## config.mk

```make
export PLATFORM = sky130hd
export DESIGN_NAME = adc_seq_ctrl
export DESIGN_NICKNAME = d
export VERILOG_FILES = /design/src/rtl/adc_seq_pkg.sv /design/src/rtl/adc_seq_cfg.sv /design/src/rtl/adc_seq_chan_sel.sv /design/src/rtl/adc_seq_walker.sv /design/src/rtl/adc_seq_ctrl.sv
export SDC_FILE = /design/constraint.sdc
export NUM_CORES = 1
export LEC_CHECK = 0
export ABC_AREA = 1
export BUFFER_PORTS_ARGS = -buffer_cell sky130_fd_sc_hd__buf_4
export CAP_MARGIN = 5
export CORE_ASPECT_RATIO = 1.75
export CORE_MARGIN = 2
export CORE_UTILIZATION = 43
export DETAILED_ROUTE_END_ITERATION = 10
export PLACE_DENSITY_LB_ADDON = 0.1
export SLEW_MARGIN = 10
export SYNTH_ARGS = -nofsm -noshare
export SYNTH_HDL_FRONTEND = slang
export SYNTH_SLANG_ARGS = --single-unit
```

## constraint.sdc

```tcl
create_clock -name clk -period 1.2 [get_ports clk]
set_clock_uncertainty 0.15 [all_clocks]
set_input_delay 0 -clock clk [delete_from_list [all_inputs] [get_ports clk]]
set_output_delay 0 -clock clk [all_outputs]
set_load 0.05 [all_outputs]
```

## src/rtl/adc_seq_pkg.sv

```systemverilog
package adc_seq_pkg;

  localparam int unsigned LIST_DEPTH = 8;
  localparam int unsigned IDX_W      = $clog2(LIST_DEPTH);

  // control word field positions
  localparam int unsigned MODE_LSB = 0;
  localparam int unsigned EN_BIT   = 2;
  localparam int unsigned SRST_BIT = 3;
  localparam int unsigned SEQ_LSB  = 4;
  localparam int unsigned SUB_LSB  = SEQ_LSB + IDX_W + 1;
  localparam int unsigned CTL_W    = SUB_LSB + IDX_W + 5;

  localparam logic [CTL_W-1:0] CTL_MASK =
      CTL_W'((1 << (SRST_BIT + 1)) - 1)
    | (CTL_W'((1 << IDX_W) - 1) << SEQ_LSB)
    | (CTL_W'((1 << IDX_W) - 1) << SUB_LSB);

  typedef enum logic [1:0] {
    MODE_ONCE  = 2'd0,
    MODE_LOOP  = 2'd1,
    MODE_SPLIT = 2'd2,
    MODE_RSVD  = 2'd3
  } seq_mode_e;

  typedef struct packed {
    seq_mode_e        mode;
    logic             en;
    logic             srst;
    logic [IDX_W-1:0] seq_last;
    logic [IDX_W-1:0] grp_last;
  } seq_cfg_t;

endpackage

```

## src/rtl/adc_seq_cfg.sv

```systemverilog
module adc_seq_cfg
  import adc_seq_pkg::*;
(
  input  logic             clk,
  input  logic             rst_ni,
  input  logic             we_i,
  input  logic [CTL_W-1:0] wdata_i,
  output logic [CTL_W-1:0] ctl_q_o,
  output seq_cfg_t         cfg_o,
  output logic             chg_o,
  output logic             hold_o
);

  logic [CTL_W-1:0] ctl_q;
  logic [CTL_W-1:0] wmasked;
  logic             hold_q;

  // only a write that alters stored bits counts as a change
  assign wmasked = wdata_i & CTL_MASK;
  assign chg_o   = we_i && (wmasked != ctl_q);

  always_ff @(posedge clk or negedge rst_ni) begin
    if (!rst_ni) begin
      ctl_q  <= '0;
      hold_q <= 1'b0;
    end else begin
      if (chg_o) begin
        ctl_q <= wmasked;
      end
      hold_q <= chg_o;
    end
  end

  assign ctl_q_o        = ctl_q;
  assign hold_o         = hold_q;
  assign cfg_o.mode     = seq_mode_e'(ctl_q[MODE_LSB +: 2]);
  assign cfg_o.en       = ctl_q[EN_BIT];
  assign cfg_o.srst     = ctl_q[SRST_BIT];
  assign cfg_o.seq_last = ctl_q[SEQ_LSB +: IDX_W];
  assign cfg_o.grp_last = ctl_q[SUB_LSB +: IDX_W];

endmodule

```

## src/rtl/adc_seq_chan_sel.sv

```systemverilog
module adc_seq_chan_sel
  import adc_seq_pkg::*;
#(
  parameter int unsigned CHAN_W = 5
) (
  input  logic [LIST_DEPTH*CHAN_W-1:0] list_i,
  input  logic [IDX_W-1:0]             idx_i,
  output logic [CHAN_W-1:0]            chan_o
);

  logic [CHAN_W-1:0] slot [LIST_DEPTH];

  for (genvar g = 0; g < LIST_DEPTH; g++) begin : g_slot
    assign slot[g] = list_i[g*CHAN_W +: CHAN_W];
  end

  assign chan_o = slot[idx_i];

endmodule

```

## src/rtl/adc_seq_walker.sv

```systemverilog
module adc_seq_walker
  import adc_seq_pkg::*;
#(
  parameter int unsigned CHAN_W = 5
) (
  input  logic              clk,
  input  logic              rst_ni,
  input  seq_cfg_t          cfg_i,
  input  logic              abort_i,
  input  logic              hold_i,
  input  logic              trig_i,
  input  logic              done_i,
  input  logic [CHAN_W-1:0] sel_chan_i,
  output logic [IDX_W-1:0]  idx_next_o,
  output logic              start_o,
  output logic [CHAN_W-1:0] chan_o,
  output logic              eog_o,
  output logic              eos_o,
  output logic              busy_o
);

  logic [IDX_W-1:0]  idx_q, idx_d, idx_adv;
  logic [IDX_W-1:0]  grp_q, grp_d;
  logic              busy_q, busy_d;
  logic              start_q, start_d;
  logic [CHAN_W-1:0] chan_q;
  logic              live, split, last_ent, grp_end, fin;

  assign live     = cfg_i.en && !cfg_i.srst;
  assign split    = (cfg_i.mode == MODE_SPLIT);
  assign last_ent = (idx_q == cfg_i.seq_last);
  assign grp_end  = last_ent || (grp_q == cfg_i.grp_last);
  assign fin      = busy_q && done_i && live && !abort_i;
  assign idx_adv  = last_ent ? '0 : idx_q + IDX_W'(1);

  assign eos_o = fin && last_ent;
  assign eog_o = fin && split && grp_end;

  // next-state
  always_comb begin
    idx_d   = idx_q;
    grp_d   = grp_q;
    busy_d  = busy_q;
    start_d = 1'b0;
    if (abort_i || !live) begin
      idx_d  = '0;
      grp_d  = '0;
      busy_d = 1'b0;
    end else if (!busy_q) begin
      if (trig_i && !hold_i) begin
        busy_d  = 1'b1;
        start_d = 1'b1;
      end
    end else if (done_i) begin
      idx_d = idx_adv;
      if (split) begin
        if (grp_end) begin
          grp_d  = '0;
          busy_d = 1'b0;
        end else begin
          grp_d   = grp_q + IDX_W'(1);
          start_d = 1'b1;
        end
      end else if (last_ent && (cfg_i.mode != MODE_LOOP)) begin
        busy_d = 1'b0;
      end else begin
        start_d = 1'b1;
      end
    end
  end

  // registers
  always_ff @(posedge clk or negedge rst_ni) begin
    if (!rst_ni) begin
      idx_q   <= '0;
      grp_q   <= '0;
      busy_q  <= 1'b0;
      start_q <= 1'b0;
      chan_q  <= '0;
    end else begin
      idx_q   <= idx_d;
      grp_q   <= grp_d;
      busy_q  <= busy_d;
      start_q <= start_d;
      if (start_d) begin
        chan_q <= sel_chan_i;
      end
    end
  end

  assign idx_next_o = idx_d;
  assign start_o    = start_q;
  assign chan_o     = chan_q;
  assign busy_o     = busy_q;


  start_pulse_chk: assert property (@(posedge clk) disable iff (!rst_ni)
    start_q |=> !start_q);


  chan_hold_chk: assert property (@(posedge clk) disable iff (!rst_ni)
    (busy_q && !start_q) |-> $stable(chan_q));


  abort_idle_chk: assert property (@(posedge clk) disable iff (!rst_ni)
    abort_i |=> (!busy_q && !start_q));


  holdoff_chk: assert property (@(posedge clk) disable iff (!rst_ni)
    hold_i |=> !start_q);


  disabled_idle_chk: assert property (@(posedge clk) disable iff (!rst_ni)
    !cfg_i.en |-> !busy_q);


  srst_idle_chk: assert property (@(posedge clk) disable iff (!rst_ni)
    cfg_i.srst |-> !busy_q);


  eos_wrap_chk: assert property (@(posedge clk) disable iff (!rst_ni)
    eos_o |=> (idx_q == '0));


  idx_bound_chk: assert property (@(posedge clk) disable iff (!rst_ni)
    idx_q <= cfg_i.seq_last);


  grp_bound_chk: assert property (@(posedge clk) disable iff (!rst_ni)
    (grp_q <= cfg_i.grp_last) && (busy_q || (grp_q == '0)));

endmodule

```

## src/rtl/adc_seq_ctrl.sv

```systemverilog
module adc_seq_ctrl
  import adc_seq_pkg::*;
#(
  parameter int unsigned CHAN_W = 5
) (
  input  logic                         clk,
  input  logic                         rst_n,
  input  logic                         cfg_we_i,
  input  logic [CTL_W-1:0]             cfg_wdata_i,
  output logic [CTL_W-1:0]             ctl_word_o,
  input  logic [LIST_DEPTH*CHAN_W-1:0] list_chan_i,
  input  logic                         trig_i,
  output logic                         conv_start_o,
  output logic [CHAN_W-1:0]            conv_chan_o,
  input  logic                         conv_done_i,
  output logic                         eog_o,
  output logic                         eos_o,
  output logic                         busy_o
);

  logic [1:0]        rst_pipe;
  logic              rst_loc_n;
  seq_cfg_t          cfg;
  logic              chg;
  logic              hold;
  logic [IDX_W-1:0]  idx_next;
  logic [CHAN_W-1:0] sel_chan;

  // asynchronous assert, synchronous release
  always_ff @(posedge clk or negedge rst_n) begin
    if (!rst_n) begin
      rst_pipe <= 2'b00;
    end else begin
      rst_pipe <= {rst_pipe[0], 1'b1};
    end
  end
  assign rst_loc_n = rst_pipe[1];

  adc_seq_cfg u_cfg (
    .clk     (clk),
    .rst_ni  (rst_loc_n),
    .we_i    (cfg_we_i),
    .wdata_i (cfg_wdata_i),
    .ctl_q_o (ctl_word_o),
    .cfg_o   (cfg),
    .chg_o   (chg),
    .hold_o  (hold)
  );

  adc_seq_chan_sel #(.CHAN_W(CHAN_W)) u_sel (
    .list_i (list_chan_i),
    .idx_i  (idx_next),
    .chan_o (sel_chan)
  );

  adc_seq_walker #(.CHAN_W(CHAN_W)) u_walk (
    .clk        (clk),
    .rst_ni     (rst_loc_n),
    .cfg_i      (cfg),
    .abort_i    (chg),
    .hold_i     (hold),
    .trig_i     (trig_i),
    .done_i     (conv_done_i),
    .sel_chan_i (sel_chan),
    .idx_next_o (idx_next),
    .start_o    (conv_start_o),
    .chan_o     (conv_chan_o),
    .eog_o      (eog_o),
    .eos_o      (eos_o),
    .busy_o     (busy_o)
  );

endmodule

```

==> metrics.md, run 1 <==
| Metric | Value |
|---|---|
| Count of buffers inserted at the top-level ports | between 70 and 80 |
| Mapped Avg Cell Area | 6.69 um2 |
| Launch point of the critical path | u_cfg.ctl_q_o[3] |
| CTS buffer count | 3 |
| Finish-stage setup viols | 27 |
| Skew-Pair Late Insertion Delay | between 200 and 300 ps |
| Critical path arrival | 1910 ps |
| Clock input transition at the sequential cells of the worst setup and hold paths | 100 ps |
| N_diodes | 0 |
| Detailed-routing iteration count for the pre-antenna-repair pass | 4 |
| Minimum period implied by the final worst setup slack | 2060 ps |
| Cell breakdown of the critical path | xnor2_2, nand2_1, nor2_2, nand3_2, nand2_4, buf_12, nand2_8, buf_6, nor3_4, buf_6 |
| Placed Cells | 446 |
| Average wire per cell in the routed design | approximately 15 um |
| Slowest cell on the critical path | dfrtp_2 |
| Internal Dissipation | 0.00201 W |
| Netlist cell types | 25 |
| Share of total power in the clock network | 0.237 |
| Largest area contributor in the netlist | dfrtp_1 |
| Met2 track demand over resource | 0.552 |
| Violations in the final reports | setup timing |
| Post-layout total power | 0.00319 W |
| Crit share post-route | 1.72 |
| Power density normalized to cell area | roughly 900 mW/mm2 |
| Part of the power in registers | 0.331 |
| Rows | 32 |
| Hold slack | 0.672 ps |
| Estimated wirelength of the detail-placed design | 4830 um |
| Worst stage delay on the critical path | between 400 and 500 ps |
| Static power due to leakage | 1.94 nW |
| Met3 Usage GRT | 0.0194 |
| Final layout net count | just under 500 |
| Highest-utilization routing layer at the global route stage | met2 |
| Antenna violations before repair | 0 |
| Number of standard cells after synthesis | 288 |
| Hold violation total from the final report | 0 |
| Portion of total power attributed to combinational logic | 0.432 |
| Clk sinks | 26 |
| CTS Buffer Depth | 2 |
| Total routing usage reported by global routing | 0.277 |
| Global route total overflow | 0 |
| Class of the tightest hold or removal check | in -> reg |
| Switching share of power | 0.368 |
| Finished Layout Cells | 479 |
| Layout fillers | 267 |
| Leading cell types by total area after synthesis | dfrtp_1, nand2_1, inv_1 |
| Routability congestion estimate from global placement | 0.865 |
| Count of antenna-violating nets left after detailed routing | 0 |
| Initial core utilization | 0.442 |
| Average via count per standard cell | around 5.0 |
| Share of layout cells above drive strength 1 | 0.465 |
| Kind of end point of the critical path | primary output |
| Power dissipated by switching net loads | 0.00117 W |
| Sequential element share of the synthesized area | 0.338 |
| Largest net degree at the start of global routing | 26 |
| Mapped cell area | 0.00193 mm2 |
| Clock tree from TritonCTS | built |
| Drt drc | 0 |
| Vias post-DR | 2395 |
| Std-Cell Core Area | 0.00436 mm2 |
| Required time of the critical path | 1050 ps |
| Source of the worst hold timing path | list_chan_i[21] |
| Outcome | complete, but fails checks |
| Boundary pin count | 86 |
| Clock root buffer | clkbuf_8 |
| Maxcap violations | 0 |
| Global-route met1 utilization | 0.239 |
| Number of warning messages in the yosys log | 0 |
| Horizontal extent of the die | between 50 and 60 um |
| Area Growth Syn to Fin | 88.2% |
| Most common cell type on the critical path | buf_6 |
| Unrepaired setup endpoints after global routing | yes |
| Vertical die dimension | 92.6 um |
| Final worst setup slack | -859 ps |
| Wire length after detailed routing | 7300 um |
| Peak supply drop | 0.762 mV |
| Total count of max-transition violations in the final report | 0 |
| Number of global-route vias before repair | 2432 |
| Number of violations reported at the end of detailed-routing iteration 0 | 32 |
| Core Util, Final | 0.831 |
| Kind of launch point of the worst setup path | flip-flop |
| Depth of the CTS H-tree | 1 |
| F_max | 486 MHz |
| Reg2Reg Launch Point | u_cfg.ctl_q_o[3] |
| Critical-path maximum fanout | 3 |
| Die Outline Area | 0.00505 mm2 |
| Share of the synthesized area in the top cell type | 0.338 |
| Wire length of the first global-routing pass | between 10000 and 15000 um |
| Setup Crit Path Kind | reg -> out |
| Seq cells post-synth | 26 |
## synth_stat cells, drive strengths merged
cell type,count
inv,50
nand4,16
nand3,33
dfrtp,26
a21oi,4
nand2,85
a211oi,1
clkbuf,2
nor2,30
nor3,4
xnor2,12
o21bai,1
conb,2
ha,2
buf,13
o21ai,4
xor2,3
## critical path, delay by kind of cell (launching register included)
kind | cells | cell delay (ps)
DFF | 1 | 450
xor gates and xnor gates | 1 | 140
buffers and inverters | 3 | 420
and+or+nand+nor | 6 | 620
## cells in the final DEF (no fill, tap or decap), drive strengths merged
cell type    instances
buf                131
nand2               85
inv                 49
nand3               33
nor2                30
dfrtp               26
nand4               16
dlygate4sd3         14
xnor2               12
conb                 7
o21ai                4
clkbuf               4
nor3                 4
a21oi                4
xor2                 3
ha                   2
clkinv               1
o21bai               1
a211oi               1
bufinv               1
## logic make-up after synthesis
kind of cell    after synthesis  synth area share
compound gates               10            0.0344
xor+xnor                     15            0.0682
fa+ha+maj                     2            0.0130
buf+inv                      65             0.149
flops                        26             0.338
other cells                   2           0.00390
simple gates                168             0.394
## layout make-up
class / instances / area [um2] / share of cell area
inverter: 50 / 208 / 0.0573
timing repair buffer: 146 / 1350 / 0.373
tap: 51 / 63.8 / 0.0176
sequential: 26 / 664 / 0.183
clock buffer: 3 / 41.3 / 0.0114
clock inverter: 1 / 30.0 / 0.00828
multi-input combinational: 202 / 1270 / 0.350
## power groups by stage
stage	clock network [W]	registers, W	logic [W]
6_report	0.000754	0.00106	0.00138
2_1_floorplan	0	0.00135	0.000346
3_3_place_gp	0	0.00106	0.00111
4_1_cts	0.000770	0.00105	0.00122
5_1_grt	0.000792	0.00107	0.00146
3_5_place_dp	0	0.00106	0.00112
## layer usage
metal / share of wire / routed length (um)
met5: 0 / 0
met4: 0.063 / 459
met3: 0.035 / 253
met2: 0.58 / 4240
met1: 0.32 / 2340
## sequential cells by signal, indices dropped and copies added (netlist names)
signal          count
u_cfg.ctl_q_o      10
u_walk.start_o      1
u_walk.busy_o       1
u_walk.chan_o       5
u_cfg.hold_o        1
rst_pipe            2
u_walk.grp_q        3
u_walk.idx_q        3
## path summary, 6_finish.rpt
check,to,slack [ps],cells past startpoint
worst max-delay path,eog_o,-860,10
worst min-delay path,u_walk.chan_o[1],0.7,7
worst max register to register,u_walk.chan_o[4],-850,13
worst min register to register,u_cfg.ctl_q_o[3],80,1
max in group asynchronous,rst_pipe[0],380,3
min in group asynchronous,u_cfg.ctl_q_o[3],80,1
## metrics by stage
stage	setup TNS (ps)	setup WS [ps]	cell area (um2)
2_1_floorplan	-13400	-693	2060
3_3_place_gp	-15680	-792	2930
3_5_place_dp	-16780	-826	2930
4_1_cts	-15960	-832	3320
5_1_grt	-19340	-966	3630
6_report	-16990	-859	3630
## timing repair
item,4_1_cts,5_1_grt
resized for setup,32,50
setup endpoints to repair,29,34
pin swaps,8,15
hold endpoints to repair,13,0
hold buffers,14,0
gates cloned,0,1
setup buffers,8,8
Power figures use the tool's default switching activity.
==> run 2, diff against run 1 <==
PLACE_DENSITY = 0.82   (was default)
PLACE_DENSITY_LB_ADDON = default   (was 0.1)
RECOVER_POWER = 50   (was default)
==> metrics.md, run 2 (same netlist as run 1, synthesis figures left out) <==
| Metric | Value |
|---|---|
| Count of antenna-violating nets left after detailed routing | 0 (unchanged) |
| Kind of launch point of the worst setup path | flip-flop |
| Boundary pin count | 86 (unchanged) |
| Vertical die dimension | 92.6 um (unchanged) |
| Estimated wirelength of the detail-placed design | 4400 um (-8.9%) |
| Share of layout cells above drive strength 1 | 0.421 (-0.0443) |
| Total count of max-transition violations in the final report | 0 (unchanged) |
| Most common cell after layout, fill and taps aside | buf_4 |
| Critical-path maximum fanout | 6 (+3) |
| Commonest non-fill, non-tap cells in the layout | buf_4, nand2_1, inv_1, nand3_1, nor2_1 |
| Layout fillers | 314 (+18%) |
| Number of violations reported at the end of detailed-routing iteration 0 | 49 (+53%) |
| Switching share of power | 0.359 (-0.00908) |
| Vias post-DR | 2327 (-2.8%) |
| Violations in the final reports | setup timing |
| Global route total overflow | 0 (unchanged) |
| Initial core utilization | 0.442 (unchanged) |
| Number of global-route vias before repair | 2404 (-1.2%) |
| Count of buffers inserted at the top-level ports | 73 (unchanged) |
| Clock tree from TritonCTS | built |
| CTS buffer count | 3 (unchanged) |
| Peak supply drop | 0.534 mV (-30%) |
| Kind of end point of the critical path | primary output |
| Rows | 32 (unchanged) |
| Clock input transition at the sequential cells of the worst setup and hold paths | 100 ps (about the same) |
| Part of the power in registers | 0.343 (+0.012) |
| CTS Buffer Depth | 2 (unchanged) |
| Power dissipated by switching net loads | 0.00108 W (-7.8%) |
| Depth of the CTS H-tree | 1 (unchanged) |
| Critical path arrival | 1940 ps (+30 ps) |
| Total routing usage reported by global routing | 0.262 (-0.0149) |
| Wire length after detailed routing | 6240 um (-14%) |
| Headroom to the max-slew limit | 0.585 |
| Detailed-routing iteration count for the pre-antenna-repair pass | 4 (unchanged) |
| Setup Crit Path Kind | reg -> out |
| Largest net degree at the start of global routing | 26 (unchanged) |
| Die Outline Area | 0.00505 mm2 (unchanged) |
| Pre-CTS setup slack | -797 ps (+29.2 ps) |
| Hold violation total from the final report | 0 (unchanged) |
| Internal Dissipation | 0.00193 W (-4.1%) |
| Flip-flop count of the largest register after layout | 10 (unchanged) |
| Antenna violations before repair | 0 (unchanged) |
| Final worst setup slack | -892 ps (-33.4 ps) |
| Area Growth Syn to Fin | 70.1% |
| Crit share post-route | 1.74 (+0.0278) |
| Clock root buffer | clkbuf_8 |
| Finish-stage setup viols | 26 (-3.7%) |
| Std-Cell Core Area | 0.00436 mm2 (unchanged) |
| Measured slew at the worst slew-check pin | 623 ps |
| Routability congestion estimate from global placement | 0.938 (+8.5%) |
| Clk sinks | 26 (unchanged) |
| Share of total power in the clock network | 0.247 (+0.010) |
| Power density normalized to cell area | 920 mW/mm2 (+4.7%) |
| Average wire per cell in the routed design | 13.4 um (-12%) |
| Core Util, Final | 0.751 (-0.0800) |
| Unrepaired setup endpoints after global routing | yes |
| Final layout net count | 480 (-2.4%) |
| Drt drc | 0 (unchanged) |
| Maxcap violations | 0 (unchanged) |
| Wire length of the first global-routing pass | 9900 um (-3.9%) |
| Area taken by multi-input logic gates | 0.00115 mm2 (-9.3%) |
| Horizontal extent of the die | 54.6 um (unchanged) |
| N_diodes | 0 (unchanged) |
| Skew-Pair Late Insertion Delay | 280 ps (about the same) |
| Class of the tightest hold or removal check | in -> reg |
| Outcome | complete, but fails checks |
| F_max | 478 MHz (-1.6%) |
| Sequential cell area in the final layout | 664 um2 (unchanged) |
| Average via count per standard cell | 4.98 (-0.34%) |
| Portion of total power attributed to combinational logic | 0.410 (-0.022) |
| Required time of the critical path | 1050 ps (about the same) |
| Static power due to leakage | 1.76 nW (-9.4%) |
| Minimum period implied by the final worst setup slack | 2090 ps (+33.4 ps) |
[run 2: metrics by stage]
step | cells | instance area, um2 | total power, W | hold WS (ps) | TNS [ps]
floorplan | 293 | 2060 | 0.00170 | -446 | -13400
global placement | 438 | 2860 | 0.00212 | -368 | -15110
detailed placement | 438 | 2860 | 0.00214 | -366 | -16260
CTS | 463 | 3190 | 0.00297 | -1.92 | -16280
global route | 467 | 3280 | 0.00314 | 24.1 | -21430
finish | 467 | 3280 | 0.00301 | 2.40 | -18520
[run 2: what timing repair did]
action / 4_1_cts / 5_1_grt
endpoints found under the setup margin: 28 / 33
endpoints found under the hold margin: 15 / 0
setup buffers: 7 / 3
hold buffers: 14 / 0
pin swaps: 10 / 3
gates cloned: 0 / 1
gates resized for setup: 21 / 15
[run 2: layout make-up]
type,count,area share
multi-input combinational,202,0.351
timing repair buffer,133,0.342
sequential,26,0.203
inverter,50,0.0607
tap,51,0.0195
clock buffer,3,0.0126
clock inverter,1,0.00916
timing repair inverter,1,0.00229
[run 2: path summary, 6_finish.rpt]
| kind | from | to | slack, ps | depth (start not counted) |
|---|---|---|---|---|
| setup / recovery | u_cfg.ctl_q_o[5] | eog_o | -890 | 8 |
| hold / removal | list_chan_i[0] | u_walk.chan_o[0] | 2 | 7 |
| setup reg to reg | u_cfg.ctl_q_o[5] | u_walk.chan_o[1] | -860 | 10 |
| hold reg to reg | rst_pipe[1] | u_cfg.ctl_q_o[2] | 190 | 1 |
| max in group asynchronous | rst_pipe[1] | u_walk.busy_o | 260 | 1 |
| min in group asynchronous | rst_pipe[1] | u_cfg.ctl_q_o[2] | 190 | 1 |
[run 2: power groups by stage]
| stage | Sequential [W] | Clock, W | Combinational (W) |
|---|---|---|---|
| floorplan | 0.00135 | 0 | 0.000346 |
| global placement | 0.00105 | 0 | 0.00108 |
| detailed placement | 0.00105 | 0 | 0.00110 |
| CTS | 0.00103 | 0.000751 | 0.00119 |
| global route | 0.00104 | 0.000775 | 0.00132 |
| finish | 0.00103 | 0.000744 | 0.00124 |
[run 2: worst max-delay path, stage by stage (launching register included)]
cell     delay, ps
dfrtp_2        450
xor2_2         160
nor3_2         200
nand3_1        170
nand2_4        170
nand2_8         80
buf_6          130
nor3_4         120
buf_6          180
[run 2: routing by layer]
layer,wire [um],GRT usage,vias up
li1,-,-,1131
met1,1980,0.238,1074
met2,3670,0.494,91
met3,256,0.0323,31
met4,339,0.165,0
met5,0,0,-
==> run 3, diff against run 2 <==
CORE_UTILIZATION = 44   (was 43)
SYNTH_HIERARCHICAL = 1   (was default)
==> metrics.md, run 3 <==
| Metric | Value |
|---|---|
| Headroom to the max-slew limit | 0.580 (-0.00433) |
| Clock input transition at the sequential cells of the worst setup and hold paths | 90 ps (about the same) |
| Power density normalized to cell area | 858 mW/mm2 (-6.7%) |
| Largest net degree at the start of global routing | 25 (-3.8%) |
| Final cell area excluding filler cells | 0.00353 mm2 (+7.8%) |
| Crit share post-route | 2.12 (+0.381) |
| Drt drc | 0 (unchanged) |
| Routability congestion estimate from global placement | 0.831 (-11%) |
| Critical path arrival | 2580 ps (+640 ps) |
| Clk sinks | 26 (unchanged) |
| Bufs and invs on worst path | 3 (+1) |
| CTS Buffer Depth | 2 (unchanged) |
| Hold violation total from the final report | 1 (+1) |
| Netlist cell types | 28 (+12%) |
| Finish-stage setup viols | 22 (-15%) |
| Vias post-DR | 2506 (+7.7%) |
| Ranking of synthesized cells by instance count | nand2_1, inv_1, nand3_1, dfrtp_1, buf_4 |
| Worst stage delay on the critical path | 400 ps (-50 ps) |
| F_max | 392 MHz (-18%) |
| Required time of the critical path | 1230 ps (+180 ps) |
| CTS buffer count | 3 (unchanged) |
| Hold slack | -13.0 ps (-15.4 ps) |
| Skew-Pair Late Insertion Delay | 280 ps (about the same) |
| Power dissipated by switching net loads | 0.00111 W (+2.6%) |
| Placement Cell Area | 0.00292 mm2 (+2.2%) |
| Rows | 33 (+3.1%) |
| Share of total power in the clock network | 0.246 (about the same) |
| Outcome | complete, but fails checks |
| Number of standard cells after synthesis | 332 (+15%) |
| Die Outline Area | 0.00545 mm2 (+7.8%) |
| Mapped cell area | 0.00214 mm2 (+11%) |
| Number of violations reported at the end of detailed-routing iteration 0 | 96 (+96%) |
| Part of the power in registers | 0.339 (-0.004) |
| Largest area contributor in the netlist | dfrtp_1 |
| Count of antenna-violating nets left after detailed routing | 0 (unchanged) |
| Antenna violations before repair | 0 (unchanged) |
| Hold-fix buffer count after cts | 15 (+1) |
| Dominant cell by count in the synthesized netlist | nand2_1 |
| Core Util, Final | 0.757 (+0.00645) |
| Average via count per standard cell | 4.95 (-0.61%) |
| Flip-flop count of the largest register after layout | 10 (unchanged) |
| Maxcap violations | 0 (unchanged) |
| Count of buffers inserted at the top-level ports | 73 (unchanged) |
| Global route total overflow | 0 (unchanged) |
| Minimum period implied by the final worst setup slack | 2550 ps (+458 ps) |
| Depth of the CTS H-tree | 1 (unchanged) |
| Initial core utilization | 0.458 (+0.0162) |
| Vertical die dimension | 96.2 um (+3.9%) |
| Share of the synthesized area in the top cell type | 0.305 (-0.0330) |
| Global-route met1 utilization | 0.200 (-0.0373) |
| N_diodes | 0 (unchanged) |
| Slowest cell on the critical path | dfrtp_1 |
| Average wire per cell in the routed design | 13.5 um (+1.3%) |
| Number of global-route vias before repair | 2345 (-2.5%) |
| Static power due to leakage | 2.04 nW (+16%) |
| Number of warning messages in the yosys log | 6 (+6) |
| Peak supply drop | 0.729 mV (+36%) |
| Clock tree from TritonCTS | built |
| Portion of total power attributed to combinational logic | 0.415 (+0.005) |
| Final setup TNS | -17700 ps (+817 ps) |
| Most frequently used flop master after synthesis | dfrtp_1 |
| Wire length of the first global-routing pass | 9400 um (-5.0%) |
| Switching share of power | 0.367 (+0.00728) |
| Final worst setup slack | -1350 ps (-458 ps) |
| Share of synthesized registers carrying an async set or reset | 1.00 (unchanged) |
| Mapped Avg Cell Area | 6.43 um2 (-3.8%) |
| Most common cell after layout, fill and taps aside | buf_4 |
| Total routing usage reported by global routing | 0.219 (-0.0429) |
| Met2 track demand over resource | 0.456 (-0.0377) |
| Boundary pin count | 86 (unchanged) |
| Kind of end point of the critical path | flip-flop |
| Highest-utilization routing layer at the global route stage | met2 |
| Commonest non-fill, non-tap cells in the layout | buf_4, nand2_1, inv_1, nand2_2, dfrtp_1 |
| Area Growth Syn to Fin | 65.4% |
| Violations in the final reports | hold timing, setup timing |
| Kind of launch point of the worst setup path | flip-flop |
| Setup Crit Path Kind | reg -> reg |
| Leading cell types by total area after synthesis | dfrtp_1, nand2_1, inv_1 |
| Detailed-routing iteration count for the pre-antenna-repair pass | 4 (unchanged) |
| Final layout net count | 518 (+7.9%) |
| Sequential element share of the synthesized area | 0.305 (-0.0330) |
| Internal Dissipation | 0.00192 W (-0.57%) |
| Horizontal extent of the die | 56.7 um (+3.8%) |
| Cell breakdown of the critical path | xnor2_1, nand2_1, nor2_4, nand3_4, nand2_4, inv_4, nor3_4, o21ai_4, a21oi_4, buf_12, clkbuf_16, nand2_4, nand3_2, nand2_1, nand2_1, nand2_1, nand3_1, nand2_1 |
| Measured slew at the worst slew-check pin | 630 ps (+6.50 ps) |
| Critical-path maximum fanout | 5 (-1) |
| Wire length after detailed routing | 6850 um (+9.8%) |
| Estimated wirelength of the detail-placed design | 4110 um (-6.6%) |
| Seq cells post-synth | 26 (unchanged) |
| Met3 Usage GRT | 0.00941 (-0.0228) |
| Finished Layout Cells | 506 (+8.4%) |
| Unrepaired setup endpoints after global routing | yes |
| Number of synthesized flops with an enable pin | 0 (unchanged) |
| Crit-path leading delay family | simple AND/OR/NAND/NOR gates |
| Std-Cell Core Area | 0.00467 mm2 (+6.9%) |
| Placed Cells | 478 (+9.1%) |
| Class of the tightest hold or removal check | in -> reg |
| Clock root buffer | clkbuf_8 |
| Register-to-Register Setup Slack | -1350 ps (-490 ps) |
| Total count of max-transition violations in the final report | 0 (unchanged) |
| Share of layout cells above drive strength 1 | 0.436 (+0.0155) |
| Most common cell type on the critical path | nand2_1 |
-- run 3: worst register-to-register path: cells and delay by family (launching register included) --
family	cells	cell delay, ps
buffers and inverters	3	340
flip-flops	1	400
XOR/XNOR	1	180
AND/OR/NAND/NOR	12	1100
AO/OA/AOI/OAI	2	300
-- run 3: area by class of cell --
cell class              count  area (um2)
multi-input cells         216        1280
repair buffers            135        1170
flip-flops and latches     26         652
inverters                  73         293
clock buffers               3        41.3
well taps                  52        65.1
clock inverters             1        30.0
fillers                   313        1130
-- run 3: per-layer routing --
| metal | vias to the layer above | part of all wire |
|---|---|---|
| li1 | 1195 | - |
| met1 | 1173 | 0.33 |
| met2 | 111 | 0.59 |
| met3 | 27 | 0.044 |
| met4 | 0 | 0.042 |
| met5 | - | 0 |
-- run 3: worst paths after layout --
kind,startpoint,to,cells past startpoint
worst max-delay path,u_cfg/ctl_q_o[8],u_walk/chan_o[0],18
worst min-delay path,cfg_we_i,u_cfg/hold_o,5
worst max register to register,u_cfg/ctl_q_o[8],u_walk/chan_o[0],18
worst min register to register,rst_pipe[1],u_walk/grp_q[1],1
max in group asynchronous,rst_pipe[1],u_cfg/ctl_q_o[5],1
min in group asynchronous,rst_pipe[1],u_walk/grp_q[1],1
-- run 3: metrics by stage --
step	setup WS, ps	power, W
floorplan	-1120	0.00176
global placement	-1100	0.00213
detailed placement	-1180	0.00215
CTS	-1140	0.00294
global route	-1530	0.00317
finish	-1350	0.00303
-- run 3: power groups by stage --
stage	Sequential, W	Combinational, W	Clock, W
6_report	0.00103	0.00126	0.000746
5_1_grt	0.00104	0.00134	0.000787
4_1_cts	0.00102	0.00116	0.000754
3_5_place_dp	0.00104	0.00111	0
3_3_place_gp	0.00104	0.00109	0
2_1_floorplan	0.00123	0.000526	0
-- run 3: cells by family after synthesis --
| group | Yosys count | share of synthesized area |
|---|---|---|
| buffers and inverters | 95 | 0.210 |
| multiplexers | 4 | 0.0193 |
| other | 2 | 0.00352 |
| AND/OR/NAND/NOR | 187 | 0.399 |
| AO/OA/AOI/OAI | 8 | 0.0193 |
| adder cells (fa/ha/maj) | 2 | 0.0117 |
| flip-flops | 26 | 0.305 |
| XOR/XNOR | 8 | 0.0328 |
-- run 3: repair_timing --
action                                 in CTS  in global routing
resized for setup                           8                 63
cloned                                      1                  2
setup endpoints to repair                  22                 26
endpoints found under the hold margin      17                  1
buffers inserted                            4                  4
pin swaps                                   2                 51
